## src/rtl/fpg_pkg.sv

```systemverilog
package fpg_pkg;
  typedef enum logic [2:0] {
    SEG_SOF,
    SEG_HDR,
    SEG_PAY,
    SEG_FTR,
    SEG_EOF
  } seg_e;

  localparam int HDR_LEN = 9;
  localparam int FTR_LEN = 3;
  localparam int OVERHEAD = 2 + HDR_LEN + FTR_LEN;
endpackage

```

## src/rtl/fpg_frame_seq.sv

```systemverilog
module fpg_frame_seq #(
  parameter int LEN_W   = 11,
  parameter int CNT_W   = 32,
  parameter int MIN_LEN = 16,
  parameter int MAX_LEN = 1024
) (
  input  logic             clk,
  input  logic             rst_n,
  input  logic [LEN_W-1:0] cfg_len,
  input  logic             prime,
  input  logic             adv,
  output logic [LEN_W-1:0] idx,
  output logic [LEN_W-1:0] len_q,
  output logic [CNT_W-1:0] frame_n,
  output logic             last
);
  localparam logic [LEN_W-1:0] LMIN = LEN_W'(MIN_LEN);
  localparam logic [LEN_W-1:0] LMAX = LEN_W'(MAX_LEN);

  logic [LEN_W-1:0] idx_d, len_d, len_clamped;
  logic [CNT_W-1:0] frame_d;

  always_comb begin
    if (cfg_len < LMIN)      len_clamped = LMIN;
    else if (cfg_len > LMAX) len_clamped = LMAX;
    else                     len_clamped = cfg_len;
  end

  assign last = (idx == len_q - LEN_W'(1));

  always_comb begin
    idx_d   = idx;
    len_d   = len_q;
    frame_d = frame_n;
    if (prime) begin
      len_d = len_clamped;
    end else if (adv) begin
      if (last) begin
        idx_d   = '0;
        len_d   = len_clamped;
        frame_d = frame_n + CNT_W'(1);
      end else begin
        idx_d = idx + LEN_W'(1);
      end
    end
  end

  always_ff @(posedge clk or negedge rst_n) begin
    if (!rst_n) begin
      idx     <= '0;
      len_q   <= LMIN;
      frame_n <= CNT_W'(1);
    end else if (prime || adv) begin
      idx     <= idx_d;
      len_q   <= len_d;
      frame_n <= frame_d;
    end
  end

  // the latched length always lies in the legal range
  a_r6_len_range: assert property (@(posedge clk) disable iff (!rst_n)
    (len_q >= LMIN) && (len_q <= LMAX));

  // the length moves only at a frame boundary
  a_r7_len_at_boundary: assert property (@(posedge clk) disable iff (!rst_n)
    !$stable(len_q) |-> $past(prime || (adv && last)));

  // the frame number steps by one after a completed frame
  a_r8_frame_step: assert property (@(posedge clk) disable iff (!rst_n)
    !$stable(frame_n) |-> (frame_n == $past(frame_n) + CNT_W'(1)) && $past(adv && last));
endmodule

```

## src/rtl/fpg_word_gen.sv

```systemverilog
module fpg_word_gen
  import fpg_pkg::*;
#(
  parameter int          LEN_W    = 11,
  parameter int          CNT_W    = 32,
  parameter int          DATA_W   = 32,
  parameter int          MOD_W    = 12,
  parameter int          SEQ_SLOT = 2,
  parameter int          MOD_SLOT = 5,
  parameter logic [31:0] SOF_WORD = 32'hB0F0_0000,
  parameter logic [31:0] EOF_WORD = 32'hE0F0_0000,
  parameter logic [31:0] HDR_BASE = 32'hA0A0_0000,
  parameter logic [31:0] FTR_BASE = 32'hF0F0_0000
) (
  input  logic [LEN_W-1:0]  idx,
  input  logic [LEN_W-1:0]  len_q,
  input  logic [CNT_W-1:0]  frame_n,
  output logic [DATA_W-1:0] word,
  output logic              ctrl
);
  localparam int PAY_OFF = 1 + HDR_LEN;
  localparam int TAIL    = FTR_LEN + 1;

  seg_e             seg;
  logic [LEN_W-1:0] ftr_start, hdr_slot, ftr_slot, pay_val, pay_cnt;
  logic [MOD_W-1:0] seq_lo, mod_v;

  assign ftr_start = len_q - LEN_W'(TAIL);
  assign hdr_slot  = idx - LEN_W'(1);
  assign ftr_slot  = idx - ftr_start;
  assign pay_val   = idx - LEN_W'(PAY_OFF);
  assign pay_cnt   = len_q - LEN_W'(OVERHEAD);
  assign seq_lo    = frame_n[MOD_W-1:0];
  assign mod_v     = (seq_lo << 1) + seq_lo - MOD_W'(2);

  always_comb begin
    if (idx == '0)                       seg = SEG_SOF;
    else if (idx <= LEN_W'(HDR_LEN))     seg = SEG_HDR;
    else if (idx < ftr_start)            seg = SEG_PAY;
    else if (idx < len_q - LEN_W'(1))    seg = SEG_FTR;
    else                                 seg = SEG_EOF;
  end

  always_comb begin
    ctrl = 1'b0;
    word = '0;
    unique case (seg)
      SEG_SOF: begin
        ctrl = 1'b1;
        word = DATA_W'(SOF_WORD);
      end
      SEG_HDR: begin
        if (hdr_slot == LEN_W'(SEQ_SLOT))      word = DATA_W'(frame_n);
        else if (hdr_slot == LEN_W'(MOD_SLOT)) word = DATA_W'(mod_v);
        else                                   word = DATA_W'(HDR_BASE) + DATA_W'(hdr_slot);
      end
      SEG_PAY: word = DATA_W'(pay_val);
      SEG_FTR: begin
        if (ftr_slot == LEN_W'(1)) word = DATA_W'(pay_cnt);
        else                       word = DATA_W'(FTR_BASE) + DATA_W'(ftr_slot);
      end
      SEG_EOF: begin
        ctrl = 1'b1;
        word = DATA_W'(EOF_WORD);
      end
      default: word = '0;
    endcase
  end
endmodule

```

## src/rtl/fpg_top.sv

```systemverilog
module fpg_top #(
  parameter int          MIN_LEN  = 16,
  parameter int          MAX_LEN  = 1024,
  parameter int          CNT_W    = 32,
  parameter int          DATA_W   = 32,
  parameter int          MOD_W    = 12,
  parameter int          SEQ_SLOT = 2,
  parameter int          MOD_SLOT = 5,
  parameter logic [31:0] SOF_WORD = 32'hB0F0_0000,
  parameter logic [31:0] EOF_WORD = 32'hE0F0_0000,
  parameter logic [31:0] HDR_BASE = 32'hA0A0_0000,
  parameter logic [31:0] FTR_BASE = 32'hF0F0_0000,
  localparam int         LEN_W    = $clog2(MAX_LEN + 1)
) (
  input  logic              clk,
  input  logic              rst_n,
  input  logic [LEN_W-1:0]  cfg_len,
  output logic [DATA_W-1:0] gen_data,
  output logic              gen_ctrl,
  output logic              gen_valid,
  input  logic              gen_ready
);
  logic             valid_q, prime, adv, last;
  logic [LEN_W-1:0] idx, len_q;
  logic [CNT_W-1:0] frame_n;

  assign prime     = !valid_q;
  assign adv       = valid_q && gen_ready;
  assign gen_valid = valid_q;

  always_ff @(posedge clk or negedge rst_n) begin
    if (!rst_n) valid_q <= 1'b0;
    else        valid_q <= 1'b1;
  end

  fpg_frame_seq #(
    .LEN_W(LEN_W), .CNT_W(CNT_W), .MIN_LEN(MIN_LEN), .MAX_LEN(MAX_LEN)
  ) seq_i (
    .clk(clk), .rst_n(rst_n), .cfg_len(cfg_len), .prime(prime), .adv(adv),
    .idx(idx), .len_q(len_q), .frame_n(frame_n), .last(last)
  );

  fpg_word_gen #(
    .LEN_W(LEN_W), .CNT_W(CNT_W), .DATA_W(DATA_W), .MOD_W(MOD_W),
    .SEQ_SLOT(SEQ_SLOT), .MOD_SLOT(MOD_SLOT), .SOF_WORD(SOF_WORD),
    .EOF_WORD(EOF_WORD), .HDR_BASE(HDR_BASE), .FTR_BASE(FTR_BASE)
  ) word_i (
    .idx(idx), .len_q(len_q), .frame_n(frame_n), .word(gen_data), .ctrl(gen_ctrl)
  );

  // valid is low while reset is held
  always_comb begin
    if (!rst_n) a_r1_no_valid_in_reset: assert (!gen_valid);
  end

  // a stalled word stays put
  a_r9_hold_on_stall: assert property (@(posedge clk) disable iff (!rst_n)
    gen_valid && !gen_ready |=> gen_valid && $stable(gen_data) && $stable(gen_ctrl));

  // the flag appears only at the frame ends
  a_r2_ctrl_at_ends: assert property (@(posedge clk) disable iff (!rst_n)
    gen_valid && gen_ctrl |-> (idx == '0) || last);

  // an accepted end word is followed at once by a start word
  a_r10_back_to_back: assert property (@(posedge clk) disable iff (!rst_n)
    gen_valid && gen_ready && last |=> gen_valid && gen_ctrl && (gen_data == DATA_W'(SOF_WORD)));
endmodule

```

## config.mk

```make
export PLATFORM = sky130hd
export DESIGN_NAME = fpg_top
export DESIGN_NICKNAME = d
export VERILOG_FILES = /design/src/rtl/fpg_pkg.sv /design/src/rtl/fpg_frame_seq.sv /design/src/rtl/fpg_word_gen.sv /design/src/rtl/fpg_top.sv
export SDC_FILE = /design/constraint.sdc
export NUM_CORES = 1
export LEC_CHECK = 0
export BUFFER_PORTS_ARGS = -buffer_cell sky130_fd_sc_hd__buf_2
export CELL_PAD_IN_SITES_DETAIL_PLACEMENT = 1
export CELL_PAD_IN_SITES_GLOBAL_PLACEMENT = 2
export CORE_ASPECT_RATIO = 0.75
export CORE_MARGIN = 2
export CORE_UTILIZATION = 40
export CTS_CLUSTER_DIAMETER = 120
export DETAILED_ROUTE_END_ITERATION = 16
export PLACE_DENSITY = 0.9
export SLEW_MARGIN = 20
export SYNTH_ARGS = -nofsm -noshare
export SYNTH_HDL_FRONTEND = slang
export SYNTH_SLANG_ARGS = --single-unit
```

## constraint.sdc

```tcl
create_clock -name clk -period 9.2 [get_ports clk]
set_input_delay 0.46 -clock clk [delete_from_list [all_inputs] [get_ports clk]]
set_output_delay 0.46 -clock clk [all_outputs]
set_load 0.02 [all_outputs]
```

Word level (Yosys, flattened, before mapping)
Index checks and enable logic that the tools add are counted.
{ "op_classes": {"eq_ne": 10, "n_lt_le_gt_ge": 5, "n_addsub": 12, "n_reduce_logical": 9, "mux": 15} }
{ "op_table": {"columns": ["cell", "count"], "rows": [
  ["one-hot mux 32 bit (5 select lines)", 1],
  ["two-way mux 32 bit", 3],
  ["two-way mux 11 bit", 6],
  ["adder 32 x 1 -> 32 bit, second input constant", 1],
  ["adder 32 x 11 -> 32 bit, first input constant", 1],
  ["adder 29 x 12 -> 30 bit, first input constant", 1],
  ["less-than comparator 11 bit", 2],
  ["subtractor 11 x 1 -> 11 bit, second input constant", 2],
  ["subtractor 11 x 4 -> 11 bit, second input constant", 2],
  ["adder 12 bit", 1],
  ["two-way mux 3 bit", 4],
  ["subtractor 12 x 2 -> 12 bit, second input constant", 1],
  ["adder 11 x 1 -> 11 bit, second input constant", 1],
  ["equality test 11 x 1 -> 1 bit, second input constant", 1],
  ["equality test 11 bit", 1],
  ["equality test 11 x 2 -> 1 bit, second input constant", 1],
  ["equality test 11 x 3 -> 1 bit, second input constant", 1],
  ["> comparator 11 bit, second input constant", 1],
  ["<= comparator 11 x 4 -> 1 bit, second input constant", 1],
  ["logical NOT 11 bit", 1],
  ["less-than comparator 11 x 5 -> 1 bit, second input constant", 1],
  ["subtractor 11 bit", 1],
  ["subtractor 11 x 3 -> 11 bit, second input constant", 1],
  ["equality test 3 x 2 -> 1 bit, second input constant", 2],
  ["other kinds (11)", 13]
]} }
{ "totals": {"word_cells": 55, "reg_bits": 55, "out_inout_bits": 34, "input_bits": 14} }

Logic depth before layout (Yosys ltp)
Gate-level depths: netlist (run 1).
{ "logic_depth": {"word_depth": 9, "mapped_depth": 15, "depth_no_buf": 15} }

By module
Synthesis (run 1) repeated with hierarchy kept, for this count alone.
{ "hier_totals": {"cells_unflattened": 737, "area_unflattened_um2": 6112.1} }
{ "modules_own_cells": {"columns": ["mod", "instances", "seq_area_each_um2", "cells_per_inst", "area_per_inst_um2"], "rows": [
  ["fpg_word_gen", 1, 0.0, 445, 3154.3],
  ["fpg_frame_seq", 1, 1353.8, 288, 2919.0],
  ["fpg_top", 1, 25.0, 4, 38.8]
]} }

Worst setup path after synthesis (run 1)
Ideal clock, no wire load.
{ "synth_path": {"path_type": "register to output", "start": "register seq_i.len_q[4]", "end": "output gen_data[5]", "t_arrival_ns": 3.425, "n_path_buf": 2, "stages_incl_launch_ff": 15, "path_slack_ns": 5.315, "required_ns": 8.740, "path_cell_list": "dfstp_2 clkbuf_1 nor2_1 nand2_1 a21oi_1 xnor2_1 ha_1 nand2_1 nor2_1 a2111oi_0 a211oi_1 nor4b_1 buf_2 nand3_1 o211ai_1"} }
{ "synth_via": {"elab_chain_len": 8, "word_cells_on_any_way": 19, "classes_between": "add/sub: 5; order compare: 2; eq/ne: 5; mux: 6; reduce/logical: 1"} }
{ "synth_lines": {"columns": ["element", "line", "text"], "rows": [
  ["start, declared", "fpg_frame_seq.sv:13", "output logic [LEN_W-1:0] len_q,"],
  ["start signal, assigned", "fpg_frame_seq.sv:55", "len_q <= len_d;"],
  ["branches (longest 7 deep; another with adder 29 x 12 -> 30 bit)", null, null],
  ["one-hot mux 32 bit (5 select lines) (*)", "fpg_word_gen.sv:47", "unique case (seg)"],
  ["end, declared", "fpg_top.sv:18", "output logic [DATA_W-1:0] gen_data,"]
]} }
Every way passes the cells marked *.

Worst setup path after layout (run 1)
{ "layout_path": {"start": "register seq_i.len_q[2]", "end": "output gen_data[9]"} }
The elaborated chain is that of the path after synthesis.

==> results of run 1 <==
-- power breakdown --
group	leakage, uW	switching (uW)	internal [uW]
Combinational	0.00210	578	326
Clock	0.0000723	96.6	104
Sequential	0.000706	48.7	256
-- cells in the mapped netlist (8+ instances only) --
cell,instances
nand3_1,22
and2_1,15
a21o_1,8
ha_1,67
xnor2_1,52
xor2_1,37
a22oi_1,8
clkbuf_1,17
nor4_1,9
a21oi_1,23
inv_1,51
dfrtp_1,53
o21ai_0,38
nand2_1,82
nor3_1,9
nand4_1,12
nor2_1,38
and3_1,11
o211ai_1,13
-- state kept, by name, indices dropped and copies added, names as in the netlist --
signal	count
seq_i.idx	11
seq_i.len_q	11
seq_i.frame_n	32
gen_valid	1
-- cells by family after synthesis --
kind of cell    Yosys count
simple gates            239
compound gates          140
xor+xnor                 89
buf+inv                  76
fa+ha+maj                69
flops                    55
mux                       2
other cells               1
-- how the worst max path moves through the flow --
stage / start / endpoint / slack (ns) / cells past startpoint
detailed placement: seq_i.len_q[2] / gen_data[9] / 4.32 / 15
global placement: seq_i.len_q[2] / gen_data[1] / 4.50 / 15
global route: seq_i.len_q[2] / gen_data[9] / 3.51 / 13
finish: seq_i.len_q[2] / gen_data[9] / 3.88 / 14
floorplan: seq_i.len_q[4] / gen_data[5] / 5.32 / 14
CTS: seq_i.len_q[2] / gen_data[9] / 3.97 / 15
-- critical path, delay by kind of cell (launching register included) --
family	cells	cell delay, ns
fa+ha+maj	2	0.55
compound gates	4	1.34
simple gates	5	1.64
buf+inv	2	0.38
flops	1	0.47
xor+xnor	1	0.18
-- cell type report --
class | instances | area (um^2)
inverter | 52 | 195
fill | 1693 | 7510
sequential | 55 | 1380
multi-input combinational | 540 | 3880
clock inverter | 3 | 27.5
clock buffer | 5 | 125
timing repair buffer | 52 | 273
tap | 175 | 219
-- metal layers --
| metal | routed length (um) | share of wire (%) | GRT usage (%) |
|---|---|---|---|
| met1 | 8700 | 52 | 35.1 |
| met2 | 7230 | 43 | 36.0 |
| met3 | 758 | 4.5 | 3.20 |
| met4 | 179 | 1.1 | 4.36 |
| met5 | 0 | 0 | 0 |
-- cells in the final DEF (no fill, tap or decap), types with 3 or more instances in the layout --
cell	synthesis	final
nand4_1	12	12
o31ai_1	3	3
o21bai_1	4	4
dfrtp_1	53	53
inv_1	51	51
nor2_1	38	38
xnor2_1	52	52
xor2_1	37	37
o21ai_0	38	38
nor4_1	9	9
nand3_1	22	22
and3_1	11	11
o211ai_1	13	13
or3_1	5	5
a21oi_1	23	23
a21o_1	8	8
buf_4	0	5
buf_2	6	47
and2_1	15	15
a211oi_1	5	4
nand2_1	82	82
ha_1	67	67
nand2b_1	4	4
and3b_1	3	3
nor3_1	9	9
nor2b_1	3	3
a22oi_1	8	8
clkbuf_16	0	5
o21a_1	4	4
a221o_1	4	4
or4_1	6	6
-- metrics by stage --
step / cell area (um^2) / utilization (%) / worst slack [ns] / std cells / hold WS [ns]
after floorplan: 5540 / - / 5.32 / 671 / 0.164
after global placement: 5950 / 43.7 / 4.50 / 874 / 0.455
after detailed placement: 5950 / 43.7 / 4.32 / 874 / 0.481
after CTS: 6100 / 44.8 / 3.97 / 882 / 0.335
after global routing: 6100 / 44.8 / 3.51 / 882 / 0.367
final: 6100 / 44.8 / 3.88 / 882 / 0.292
==> impl_metrics.yaml, run 1 <==
outcome:
  run_status: "complete, no violations"
timing:
  setup_repair_after_global_routing_missed_its_margin: "false"
  finalClockSkew_ns: 0.0106
  max-slew-margin-rel_pct: 33.7
  report.final.setup_viol: 0
  slew_viol_final: 0
  peak_freq_ghz: 0.188
  hold_viol_final: 0
  worst_slew_pin_slew_ns: 0.993
  period_minus_slack_ns: 5.32
  timing.setup.tns_ns: 0
  final_min_period_over_clock_period_pct: 57.8
pwr:
  leakage_uw: 0.00288
  ir_drop_mv: 0.180
  pwr_density_cell_nw_per_um2: 231
  power_uw: 1410
synthesis:
  netlist-cell-type-count: 69
  synth_largest_type_area_fraction_pct: 23.9
  synth.avg_cell_area_um2: 8.26
  ys_async_sr_fraction_pct: 100
  yosys_register_bits: 55
  predominant_post_synthesis_flop_cell: "dfrtp_1"
  post-synth-top-area-cell: "dfrtp_1"
  synth_fa_ha_area_share_pct: 15.8
  yosysSeqAreaShare_pct: 24.9
  syn-instance-count: 671
  synth_compound_area_share_pct: 17.2
  main_combinational_cell_family_by_area_after_synthesis: "simple AND/OR/NAND/NOR gates"
  synth-edff-count: 0
  synth.area.mux_share_pct: 0.361
  synth_xor_xnor_area_share_pct: 14.1
  mappedNetlistArea_um2: 5540
  post_synth_and_or_nand_nor_area_fraction_pct: 22.4
  yosys-top-cells-area: "dfrtp_1, ha_1, xnor2_1"
  synth-warning-count: 0
  synthesis.nets: 754
clocking:
  cts_htree_levels: 2
  clock_tree_from_tritoncts: "yes"
  postCtsSetupRepairBufs: 0
  cts_resized: 0
  clock-root-buffer: "clkbuf_16"
  cts_hold_buf: 0
  cts-root-to-sink-buffers: 2
  cts.reportedPaths.clkPinSlew_ns: 0.08
  number_of_sinks_handled_by_clock_tree_synthesis: 55
  clk-insertion-delay-late_ns: 0.30
  cts_inserted_buffers: 5
critical_path:
  critPathArrivalTime_ns: 4.86
  worst-endpoint-required_ns: 8.74
  path_cells: "inv_1 > ha_1 > nand2_1 > a21oi_1 > xnor2_1 > ha_1 > nand2_1 > nor2_1 > a2111oi_0 > a211oi_1 > nor4b_2 > nand3_1 > o211ai_1 > buf_2"
  timing.critical_path.slowest_stage_cell: "nor4b_2"
  worst_setup_path_start_kind: "register"
  critPathKind: "register to output port"
  rr_endpoint: "seq_i.frame_n[26]"
  rr_worst_depth: 16
  timing.rr.start: "seq_i.len_q[2]"
  worst_setup_path_end_kind: "output port"
  critPathMaxFanout: 12
  cpPeakStageDelay_ns: 0.93
  reg2reg_slack_ns: 4.91
floorplanning:
  fp.dieW_um: 140
  die_h_um: 106
  die-area_um2: 14800
  boundaryPins: 48
  initial_core_util_pct: 40.7
  placementRows: 37
  core_area_um2: 13600
finish:
  finish.net_count: 789
  post_route_cells_drive_above_1_share_pct: 11.6
  antenna_cells: 0
  areaGrowthSynthToFinish_pct: 10.1
routing:
  aggregate_routed_wire_length_um: 16900
  drtIter0Drc: 246
  antenna_violating_nets_post_route: 0
  dr.pass1.iters: 5
  detail_route.drc_violations: 0
  routed-via-count: 5038
  wl_per_cell_um: 19.1
  routed_via_density: 5.71
placement:
  dpl.hpwl_um: 13600
  buffer_ports.inserted: 47
  finalWeightedCongestion: 0.940
grt:
  number_of_global_route_vias_before_repair: 5078
  grt_usage_pct: 23.3
  largest_net_degree_at_the_start_of_global_routing: 56
  grt_first_pass_wirelength_um: 27800
  antenna_found_initial: 0
  overflow: 0
flow_run:
  max-cap-violations: 0
hold_path:
  timing.hold.worst.class: "input port to asynchronous set/reset pin"
Note: power is estimated with default switching activity, not from simulation.
==> run 2, diff against run 1 <==
Settings changed: CORE_UTILIZATION 40 to 37, PLACE_DENSITY 0.9 to 0.84.
Clock period 9.2 ns to 5.6 ns, I/O delays scaled along.
==> impl_metrics.yaml, run 2 (synthesis gave the netlist of run 1 again) <==
finish:
  post_route_cells_drive_above_1_share_pct: 11.7
  finish.net_count: 790
  fin_area_um2: 6140
  largest_register_ffs: 32
  biggestRegsByFlops: "seq_i.frame_n (32), seq_i.idx (11), seq_i.len_q (11)"
  antenna_cells: 0
  most_flops_register: "seq_i.frame_n"
  final_common_cell: "nand2_1"
  most-common-layout-cells: "nand2_1, ha_1, dfrtp_1"
  areaGrowthSynthToFinish_pct: 10.8
flow_run:
  max-cap-violations: 0
routing:
  drtIter0Drc: 262
  aggregate_routed_wire_length_um: 17200
  detail_route.drc_violations: 0
  wl_per_cell_um: 19.0
  routed_via_density: 5.48
  routed-via-count: 4980
  antenna_violating_nets_post_route: 0
  dr.pass1.iters: 4
critical_path:
  critPathKind: "register to output port"
  critPathArrivalTime_ns: 4.37
  worst-endpoint-required_ns: 5.32
  crit_top_cell: "nand2_1"
  path_cells: "inv_1 > ha_1 > nand2_1 > nand2_1 > nor3_1 > xnor2_1 > ha_1 > nand2_1 > nor2_1 > a2111oi_0 > a211oi_1 > or4b_1 > or4_1 > nand3_1 > buf_2"
  worst_setup_path_start_kind: "register"
  critPathMaxFanout: 5
  worst_setup_path_end_kind: "output port"
  timing.critical_path.slowest_stage_cell: "or4b_1"
  cpPeakStageDelay_ns: 0.66
hold_path:
  timing.hold.worst.class: "input port to asynchronous set/reset pin"
clocking:
  clock_tree_from_tritoncts: "yes"
  cts_resized: 0
  cts_htree_levels: 2
  cts_inserted_buffers: 5
  clock-root-buffer: "clkbuf_16"
  cts-root-to-sink-buffers: 2
  cts_hold_buf: 0
  cts.reportedPaths.clkPinSlew_ns: 0.08
  postCtsSetupRepairBufs: 0
  number_of_sinks_handled_by_clock_tree_synthesis: 55
  clk-insertion-delay-late_ns: 0.30
pwr:
  power_frac_clock_pct: 14.1
  netSwitchingPower_uw: 1190
  internal_power_uw: 1120
  share_seq_of_total_power_pct: 21.7
  leakage_uw: 0.00288
  comb_power_share_pct: 64.2
  power_uw: 2320
  switching_share_pct: 51.4
  pwr_density_cell_nw_per_um2: 377
  ir_drop_mv: 0.138
timing:
  finalClockSkew_ns: 0.0113
  worst_slew_pin_slew_ns: 0.727
  peak_freq_ghz: 0.215
  max-slew-margin-rel_pct: 51.3
  report.final.setup_viol: 0
  period_minus_slack_ns: 4.65
  timing.setup.tns_ns: 0
  setup_repair_after_global_routing_missed_its_margin: "false"
  slew_viol_final: 0
  hold_viol_final: 0
  final_min_period_over_clock_period_pct: 83.1
placement:
  buffer_ports.inserted: 47
  finalWeightedCongestion: 0.891
  dpl.hpwl_um: 13800
  cell_area_after_placement_um2: 5990
grt:
  overflow: 0
  grt_first_pass_wirelength_um: 27500
  grt_usage_pct: 21.8
  largest_net_degree_at_the_start_of_global_routing: 56
  number_of_global_route_vias_before_repair: 5007
  antenna_found_initial: 0
floorplanning:
  initial_core_util_pct: 38.1
  die_h_um: 110
  core_area_um2: 14500
  fp.dieW_um: 145
  boundaryPins: 48
  die-area_um2: 16000
  placementRows: 38
outcome:
  run_status: "complete, no violations"
## run 2: cell count changes in the layout (fill, tap and decap cells not counted)
cell,before,now
inv_6,1,0
clkinv_4,0,1
buf_4,5,6
## run 2: layer usage
| layer | vias to the layer above | wire length [um] | global-route usage, % |
|---|---|---|---|
| met5 | - | 0 | 0 |
| met4 | 0 | 176 | 3.92 |
| met3 | 10 | 902 | 3.87 |
| met2 | 81 | 7240 | 33.4 |
| met1 | 2464 | 8890 | 32.4 |
| li1 | 2425 | - | - |
## run 2: area by class of cell
type / instances / area [um^2]
inverters: 52 / 195
fillers: 1791 / 8410
flip-flops and latches: 55 / 1380
repair buffers: 53 / 280
multi-input cells: 540 / 3880
clock inverters: 3 / 27.5
clock buffers: 5 / 125
well taps: 200 / 250
## run 2: power groups by stage
stage	registers, uW	logic (uW)	clock network, uW
floorplan	458	1050	0
global placement	506	1460	0
detailed placement	508	1480	0
CTS	501	1490	337
global route	511	1640	354
finish	502	1490	326
## run 2: per-stage QoR
step / setup slack, ns / hold slack [ns] / util [%] / cells
after floorplan: 1.90 / -0.0156 / - / 671
after global placement: 1.34 / 0.454 / 41.2 / 900
after detailed placement: 1.27 / 0.458 / 41.2 / 900
after CTS: 0.981 / 0.143 / 42.2 / 908
after global routing: 0.522 / 0.163 / 42.2 / 908
final: 0.948 / 0.106 / 42.2 / 908
## run 2: worst paths after layout
kind	startpoint	endpoint	slack, ns	cells after the start
max	seq_i.len_q[1]	gen_data[0]	0.95	15
min	rst_n	seq_i.len_q[8]	0.11	2
max reg2reg	seq_i.len_q[1]	seq_i.frame_n[24]	1.22	16
min reg2reg	seq_i.frame_n[31]	seq_i.frame_n[31]	0.47	1
max in group asynchronous	rst_n	seq_i.idx[9]	5.01	2
min in group clk	cfg_len[0]	seq_i.len_q[0]	0.22	3
## run 2: worst max-delay path: cells and delay by family, from the launching register on
kind,cells,cell delay [ns]
AO/OA/AOI/OAI,2,0.64
XOR/XNOR,1,0.19
adder cells (fa/ha/maj),2,0.51
buffers and inverters,2,0.37
flip-flops,1,0.47
AND/OR/NAND/NOR,8,1.89
==> run 3, diff against run 2 <==
Settings changed: ABC_AREA from default to 1, CORE_UTILIZATION 37 to 31, PLACE_DENSITY 0.84 to 0.81.
Clock period 5.6 ns to 4 ns, I/O delays scaled along.
==> impl_metrics.yaml, run 3 <==
grt:
  overflow: 0
  number_of_global_route_vias_before_repair: 6413
  grt_usage_pct: 20.8
  largest_net_degree_at_the_start_of_global_routing: 56
  antenna_found_initial: 0
  grt_first_pass_wirelength_um: 35700
timing:
  setup_repair_after_global_routing_missed_its_margin: "false"
  finalClockSkew_ns: 0.0146
  final_min_period_over_clock_period_pct: 93.0
  timing.setup.tns_ns: 0
  period_minus_slack_ns: 3.72
  peak_freq_ghz: 0.269
  hold_viol_final: 0
  slew_viol_final: 0
  report.final.setup_viol: 0
  max-slew-margin-rel_pct: 48.4
  worst_slew_pin_slew_ns: 0.773
critical_path:
  critPathArrivalTime_ns: 3.52
  worst-endpoint-required_ns: 3.80
  critPathMaxFanout: 10
  worst_setup_path_end_kind: "output port"
  rr_worst_depth: 17
  critPathKind: "register to output port"
  worst_setup_path_start_kind: "register"
routing:
  routed-via-count: 6434
  detail_route.drc_violations: 0
  wl_per_cell_um: 16.8
  aggregate_routed_wire_length_um: 22100
  antenna_violating_nets_post_route: 0
  routed_via_density: 4.89
  drtIter0Drc: 323
  dr.pass1.iters: 5
clocking:
  clock-root-buffer: "clkbuf_16"
  cts_htree_levels: 2
  cts_inserted_buffers: 5
  cts-root-to-sink-buffers: 2
  clock_tree_from_tritoncts: "yes"
  cts_hold_buf: 0
  number_of_sinks_handled_by_clock_tree_synthesis: 55
  clk-insertion-delay-late_ns: 0.31
  cts.reportedPaths.clkPinSlew_ns: 0.08
placement:
  finalWeightedCongestion: 0.881
  cell_area_after_placement_um2: 7050
  buffer_ports.inserted: 47
  dpl.hpwl_um: 18600
finish:
  final_common_cell: "nand2_1"
  finish.net_count: 1117
  num-fill-cells: 2710
  most-common-layout-cells: "nand2_1, inv_1, nand3_1"
  multi_input_area_um2: 4460
  biggestRegsByFlops: "seq_i.frame_n (32), seq_i.idx (11), seq_i.len_q (11)"
  fin_area_um2: 7280
  areaGrowthSynthToFinish_pct: 12.3
  antenna_cells: 0
  most_flops_register: "seq_i.frame_n"
  post_route_cells_drive_above_1_share_pct: 12.3
  largest_register_ffs: 32
  sequential_cell_area_um2: 1380
pwr:
  internal_power_uw: 1480
  switching_share_pct: 51.3
  ir_drop_mv: 0.151
  netSwitchingPower_uw: 1560
  pwr_density_cell_nw_per_um2: 418
  share_seq_of_total_power_pct: 23.3
  leakage_uw: 0.00378
  power_frac_clock_pct: 17.2
  comb_power_share_pct: 59.5
synthesis:
  synth.avg_cell_area_um2: 6.59
  post-synth-top-count-cell: "nand2_1"
  synth-warning-count: 0
  yosys-top-cells-area: "dfrtp_1, nand2_1, ha_1"
  netlist-cell-type-count: 42
  syn-instance-count: 984
  synth_largest_type_area_fraction_pct: 20.5
  ys_async_sr_fraction_pct: 100
  synthesis.nets: 1067
  yosysSeqAreaShare_pct: 21.3
  yosys_register_bits: 55
  synth-edff-count: 0
  post-synth-top-area-cell: "dfrtp_1"
  predominant_post_synthesis_flop_cell: "dfrtp_1"
  mappedNetlistArea_um2: 6480
  ys_top_cells_by_count: "nand2_1, inv_1, nand3_1"
floorplanning:
  placementRows: 45
  core_area_um2: 20400
  initial_core_util_pct: 31.8
  fp.dieW_um: 171
  die-area_um2: 22100
  boundaryPins: 48
  die_h_um: 129
hold_path:
  timing.hold.worst.class: "input port to asynchronous set/reset pin"
flow_run:
  max-cap-violations: 0
outcome:
  run_status: "complete, no violations"
==> run 3: through the flow <==
stage          instances  hold WS (ns)  worst slack [ns]  power (uW)  utilization, %
2_1_floorplan        984       -0.0956              1.12        1910               -
3_3_place_gp        1308         0.405             0.124        2460            34.6
3_5_place_dp        1308         0.415            0.0523        2480            34.6
4_1_cts             1316        0.0878            0.0735        3020            35.4
5_1_grt             1317         0.110            0.0303        3310            35.7
6_report            1317        0.0471             0.280        3040            35.7
==> run 3: power groups by stage <==
stage	logic [uW]	clock network, uW	registers, uW
floorplan	1250	0	666
global placement	1740	0	716
detailed placement	1760	0	717
CTS	1780	538	706
global route	2040	553	713
finish	1810	524	708
==> run 3: per-layer routing <==
layer | up-vias | global-route usage, % | wire, um
li1 | 3265 | - | -
met1 | 3046 | 34.4 | 12500
met2 | 112 | 28.3 | 8430
met3 | 11 | 2.47 | 928
met4 | 0 | 3.29 | 183
met5 | - | 0 | 0
==> run 3: logic make-up after synthesis <==
group,share of synthesized area [%]
and+or+nand+nor,39.5
buffers and inverters,10.7
AOI/OAI and AO/OA,6.43
adders and majority gates,13.5
xor gates and xnor gates,8.51
DFF,21.3
other,0.0578
==> run 3: area by class of cell <==
class,count,area share (%)
multi-input combinational,756,61.2
sequential,55,18.9
inverter,158,8.15
tap,282,4.85
timing repair buffer,58,4.54
clock buffer,6,1.77
clock inverter,2,0.533
==> run 3: final timing paths <==
path                                   start           endpoint  slack, ns
hold reg to reg            seq_i.frame_n[23]  seq_i.frame_n[23]       0.48
max in group asynchronous              rst_n  seq_i.frame_n[14]       3.44
min in group clk                  cfg_len[6]     seq_i.len_q[6]       0.13
hold / removal                         rst_n     seq_i.len_q[6]       0.05
setup / recovery              seq_i.len_q[2]        gen_data[2]       0.28
setup reg to reg              seq_i.len_q[2]  seq_i.frame_n[18]       0.44
==> run 3: worst max-delay path, cell delays in order (launching register included) <==
cell	delay, ns
dfrtp_1	0.47
inv_1	0.17
ha_1	0.21
nand2_1	0.08
nand3_1	0.15
nor3_2	0.19
nand2_1	0.09
xor2_1	0.15
ha_1	0.30
nand2_1	0.12
nor2_1	0.07
nand3_1	0.07
a21oi_1	0.04
nor2_1	0.20
inv_1	0.16
nor2_4	0.21
buf_12	0.15
nand3_1	0.07
nand3_1	0.11
buf_2	0.18
==> run 3: repair_timing <==
item,CTS,global route
pin swaps,0,1
resized for setup,2,8
endpoints found under the setup margin,18,19
endpoints found under the hold margin,0,0
setup buffers,0,1
cloned,0,0
